File: src/rtl/inservice_tracker.sv
module inservice_tracker #(
  parameter int LEVELS = 8,
  localparam int LW = $clog2(LEVELS)
) (
  input  logic              clk,
  input  logic              rst_n,
  input  logic              ack_valid,
  input  logic [LW-1:0]     ack_level,
  input  logic              ret_valid,
  input  logic              ret_nonmask,
  input  logic              req_valid,
  input  logic [LW-1:0]     req_level,
  input  logic              rd_en,
  input  logic              rd_bit_mode,
  input  logic [LW-1:0]     rd_bit_sel,
  input  logic              wr_en,
  input  logic [LEVELS-1:0] wr_data,
  output logic [LEVELS-1:0] svc_vec,
  output logic              top_valid,
  output logic [LW-1:0]     top_level,
  output logic              req_eligible,
  output logic              rd_valid,
  output logic [LEVELS-1:0] rd_data
);

  logic [LEVELS-1:0] low_bit, set_bit, vec_nxt;
  logic              clr_en;

  assign clr_en  = ret_valid && !ret_nonmask;
  assign low_bit = svc_vec & (~svc_vec + 1'b1);
  assign set_bit = ack_valid ? (LEVELS'(1) << ack_level) : '0;
  assign vec_nxt = (svc_vec & ~(clr_en ? low_bit : '0)) | set_bit;

  always_comb begin
    top_level = '0;
    for (int i = LEVELS - 1; i >= 0; i--)
      if (svc_vec[i]) top_level = LW'(i);
  end

  assign top_valid    = |svc_vec;
  assign req_eligible = req_valid && (!top_valid || req_level < top_level);

  always_ff @(posedge clk) begin
    if (!rst_n) begin
      svc_vec  <= '0;
      rd_valid <= 1'b0;
      rd_data  <= '0;
    end else begin
      svc_vec  <= vec_nxt;
      rd_valid <= rd_en;
      if (rd_en)
        rd_data <= rd_bit_mode ? {{(LEVELS-1){1'b0}}, vec_nxt[rd_bit_sel]} : vec_nxt;
    end
  end

  assert_ack_sets_R2: assert property (@(posedge clk) disable iff (!rst_n)
    ack_valid |=> svc_vec[$past(ack_level)]);

  assert_ret_drops_one_R3: assert property (@(posedge clk) disable iff (!rst_n)
    (ret_valid && !ret_nonmask && !ack_valid && svc_vec != '0) |=>
      ($countones(svc_vec) == $countones($past(svc_vec)) - 1));

  assert_nonmask_keeps_R4: assert property (@(posedge clk) disable iff (!rst_n)
    (ret_valid && ret_nonmask && !ack_valid) |=> $stable(svc_vec));

  assert_top_is_lowest_R7: assert property (@(posedge clk) disable iff (!rst_n)
    top_valid |-> (svc_vec[top_level] &&
                   ((svc_vec & ((LEVELS'(1) << top_level) - 1'b1)) == '0)));

  assert_bitread_zext_R9: assert property (@(posedge clk) disable iff (!rst_n)
    (rd_en && rd_bit_mode) |=> (rd_valid && (rd_data >> 1) == '0));

  assert_write_ignored_R10: assert property (@(posedge clk) disable iff (!rst_n)
    (wr_en && !ack_valid && !ret_valid) |=> $stable(svc_vec));

endmodule

File: config.mk
export PLATFORM = sky130hd
export DESIGN_NAME = inservice_tracker
export DESIGN_NICKNAME = d
export VERILOG_FILES = /design/src/rtl/inservice_tracker.sv
export SDC_FILE = /design/constraint.sdc
export NUM_CORES = 1
export LEC_CHECK = 0
export CAP_MARGIN = 20
export CORE_UTILIZATION = 39
export DETAILED_ROUTE_END_ITERATION = 12
export GPL_TIMING_DRIVEN = 1
export HOLD_SLACK_MARGIN = 0.06
export PLACE_DENSITY = 0.87
export SETUP_SLACK_MARGIN = 0.1
export SYNTH_ARGS = -nofsm -noshare
export SYNTH_HDL_FRONTEND = slang
export SYNTH_SLANG_ARGS = --single-unit
File: constraint.sdc
create_clock -name clk -period 2.3 [get_ports clk]
set_input_delay 0.23 -clock clk [delete_from_list [all_inputs] [get_ports clk]]
set_output_delay 0.23 -clock clk [all_outputs]
set_load 0.02 [all_outputs]
==> results.md <==
- Netlist cell types: 38
- Layout cells sized above 1: 19.7%
- CP dominant cell by count: buf_4
- Dpl hpwl: 2.04 mm
- GRT overflow: 0
- CP Launch Point: svc_vec[3]
- Status: completed
- Reg2Reg Launch Point: svc_vec[1]
- DRC: 0
- Synth Flop Type: dfxtp_1
- Post-Layout Cell Count: 201
- Mapped Area: 960 um^2
- Largest net degree at the start of global routing: 18
- Avg Inst Size Synth: 8.27 um^2
- Final nets: 202
- Mapped Nets: 144
- First-pass DRT Iterations: 4
- All-Layer GR Usage: 21.0%
- Initial antenna violation count: 0
- Crit path time final: 2.25 ns
- Switch share: 30.0%
- Final TNS setup: 0 ns
- Post-route ant nets: 0
- Mux contribution to synthesized area: 1.04%
- Cells after Synth: 116
- Num CTS Buffers: 3
- CP Cell Sequence: nor4_4, nand2b_4, buf_4, buf_4, inv_1, clkdlybuf4s50_1
- Final instance area: 1570 um^2
- CP Class: reg -> out
- Largest family of logic cells by synthesized area: simple AND/OR/NAND/NOR gates
- Ys async rst share: 0%
- Hold Vio Cnt, Final: 0
- Worst Max-Slew Pin Slew: 0.454 ns
- Die width: 51.6 um
- Clock latency on the worst-skew pair: 0.29 ns
- Final Cycle Share: 97.9%
- Starting Density: 42.2%
- RSZ-0062 raised after global routing: yes
- WP data arrival: 2.02 ns
- Vias per std cell: 5.44
- Clock sinks: 17
- Final Max Slew Viols: 0
- Yosys warning total: 0
- Leakage Power: 0.639 nW
- # diodes: 0
- F_max: 444 MHz
- Post-Synth Adder-Cell Area: 2.61%
- Worst min-delay path category: reg -> reg
- Slowest stage cell, crit path: clkdlybuf4s50_1
- Crit path capture type: primary output
- Slew headroom: 69.7%
- Avg WL per Cell: 13.8 um
- Worst hold slack: 0.536 ns
- Peak per-stage delay on the critical path: 0.59 ns
- Placed cell area: 1470 um^2
- WP data required: 2.07 ns
- Placed cells: 194
- Cell family with most CP delay: buffers and inverters
- Peak supply drop: 0.444 mV
- NetSw: 0.000209 W
- Clock power frac: 23.3%
- Most used cells in the layout excluding fill and tap cells: 36 x clkdlybuf4s50_1, 17 x buf_4, 16 x nor2b_1
- Die area: 2660 um^2
- Placeable Area: 2280 um^2
- Maxcap violations: 0
- Hold_sp: rd_data[4]
- Number of synthesized flops with an enable pin: 0
- Critical Path Start Type: flop
- PD cells: 445 nW/um^2
- Worst-path clk slew: 0.10 ns
- Clock skew: 0.00500 ns
- Complex-gate fraction of the synthesized area: 26.9%
- RD Place Congestion: 0.790
- Seq/Total Area, Yosys: 35.5%
- Vias in the first global route: 1021
- First-pass GRT wire length: 4.21 mm
- Synth Area in Simple Gates: 29.3%
- Crit-path max FO: 3
- Flops & latches, synth: 17
- Vias: 1093
- Crit path buffers/inverters: 4
- I/O Buffers: 38
- Logic pwr share: 32.3%
- Initial DRC Count: 24
- Die Ht: 51.6 um
- Int Power: 0.000489 W
- Floorplan row count: 17
- Area Growth Syn to Fin: 63.5%
- Final setup viols: 0
- Top-Level Pins: 48
- Clk buf depth: 2
- H-tree Lvls: 1
- CTS tree: done
- Post-Route WL: 2.78 mm
- Root buffer cell: clkbuf_4
- Xor/xnor share of the synthesized area: 0%
- Commonest non-fill, non-tap cell in the layout: clkdlybuf4s50_1
- Register share of total power: 44.4%
## tightest hold or removal path, cell delays in order, from the launching register on
cell,delay [ns]
dfxtp_1,0.33
a21oi_1,0.12
nor2b_1,0.05
## kinds of logic (layout without fill, tap and decap cells)
family	after synthesis	count (layout)
AOI/OAI and AO/OA	37	37
and+or+nand+nor	47	47
buffers and inverters	12	69
muxes	1	1
DFF	17	17
adders and majority gates	2	2
## power by group through the flow
stage | clock [W] | combinational (W) | sequential (W)
after floorplan | 0 | 0.0000871 | 0.000326
after global placement | 0 | 0.000196 | 0.000314
after detailed placement | 0 | 0.000202 | 0.000315
after CTS | 0.000162 | 0.000212 | 0.000309
after global routing | 0.000169 | 0.000242 | 0.000311
final | 0.000162 | 0.000226 | 0.000310
## sequential cells by signal, summed over array words and instances (netlist names)
register	flops
rd_data	8
svc_vec	8
rd_valid	1
## path summary, 6_finish.rpt
path / end / slack [ns] / depth (start not counted)
setup / recovery: top_level[2] / 0.05 / 6
hold / removal: rd_data[4] / 0.54 / 2
setup reg to reg: rd_data[0] / 0.28 / 7
hold reg to reg: rd_data[4] / 0.54 / 2
## Yosys cell counts (all sizes together), types with 2 or more instances
master	number	area [um^2]
nand4	2	12.5
dfxtp	17	340
nor2b	16	100
and2	3	18.8
a21boi	3	22.5
nand2b	2	12.5
a32oi	2	25.0
inv	11	41.3
a41o	2	20.0
o21ai	4	20.0
and4b	2	20.0
ha	2	25.0
o21a	2	15.0
nor2	8	30.0
nor4	2	18.8
nand2	5	18.8
a21oi	14	70.1
nor3	2	10.0
## repair_timing
action / 4_1_cts / 5_1_grt
pin swaps: 0 / 3
setup buffers: 2 / 1
endpoints found under the setup margin: 1 / 3
hold buffers: 0 / 0
resized for setup: 10 / 9
gates cloned: 0 / 0
## metal layers
metal	up-vias	GRT usage, %	wire length [um]
met4	0	8.11	31
met2	52	39.8	1390
met3	4	1.75	180
li1	539	-	-
met1	498	23.9	1170
met5	-	0	0
## metrics by stage
step	utilization (%)	power (W)	setup WS (ns)
after floorplan	-	0.000413	0.146
after global placement	64.5	0.000510	-0.0735
after detailed placement	64.5	0.000516	-0.183
after CTS	67.3	0.000682	0.0782
after global routing	68.9	0.000723	-0.0352
final	68.9	0.000698	0.0474
## area by class of cell
type / count / area (um^2)
clock buffers: 4 / 26.3
fillers: 193 / 707
inverters: 11 / 41.3
multi-input cells: 87 / 622
flip-flops and latches: 17 / 344
well taps: 28 / 35.0
repair buffers: 54 / 500
No activity file was read; power rests on OpenSTA's default activity.
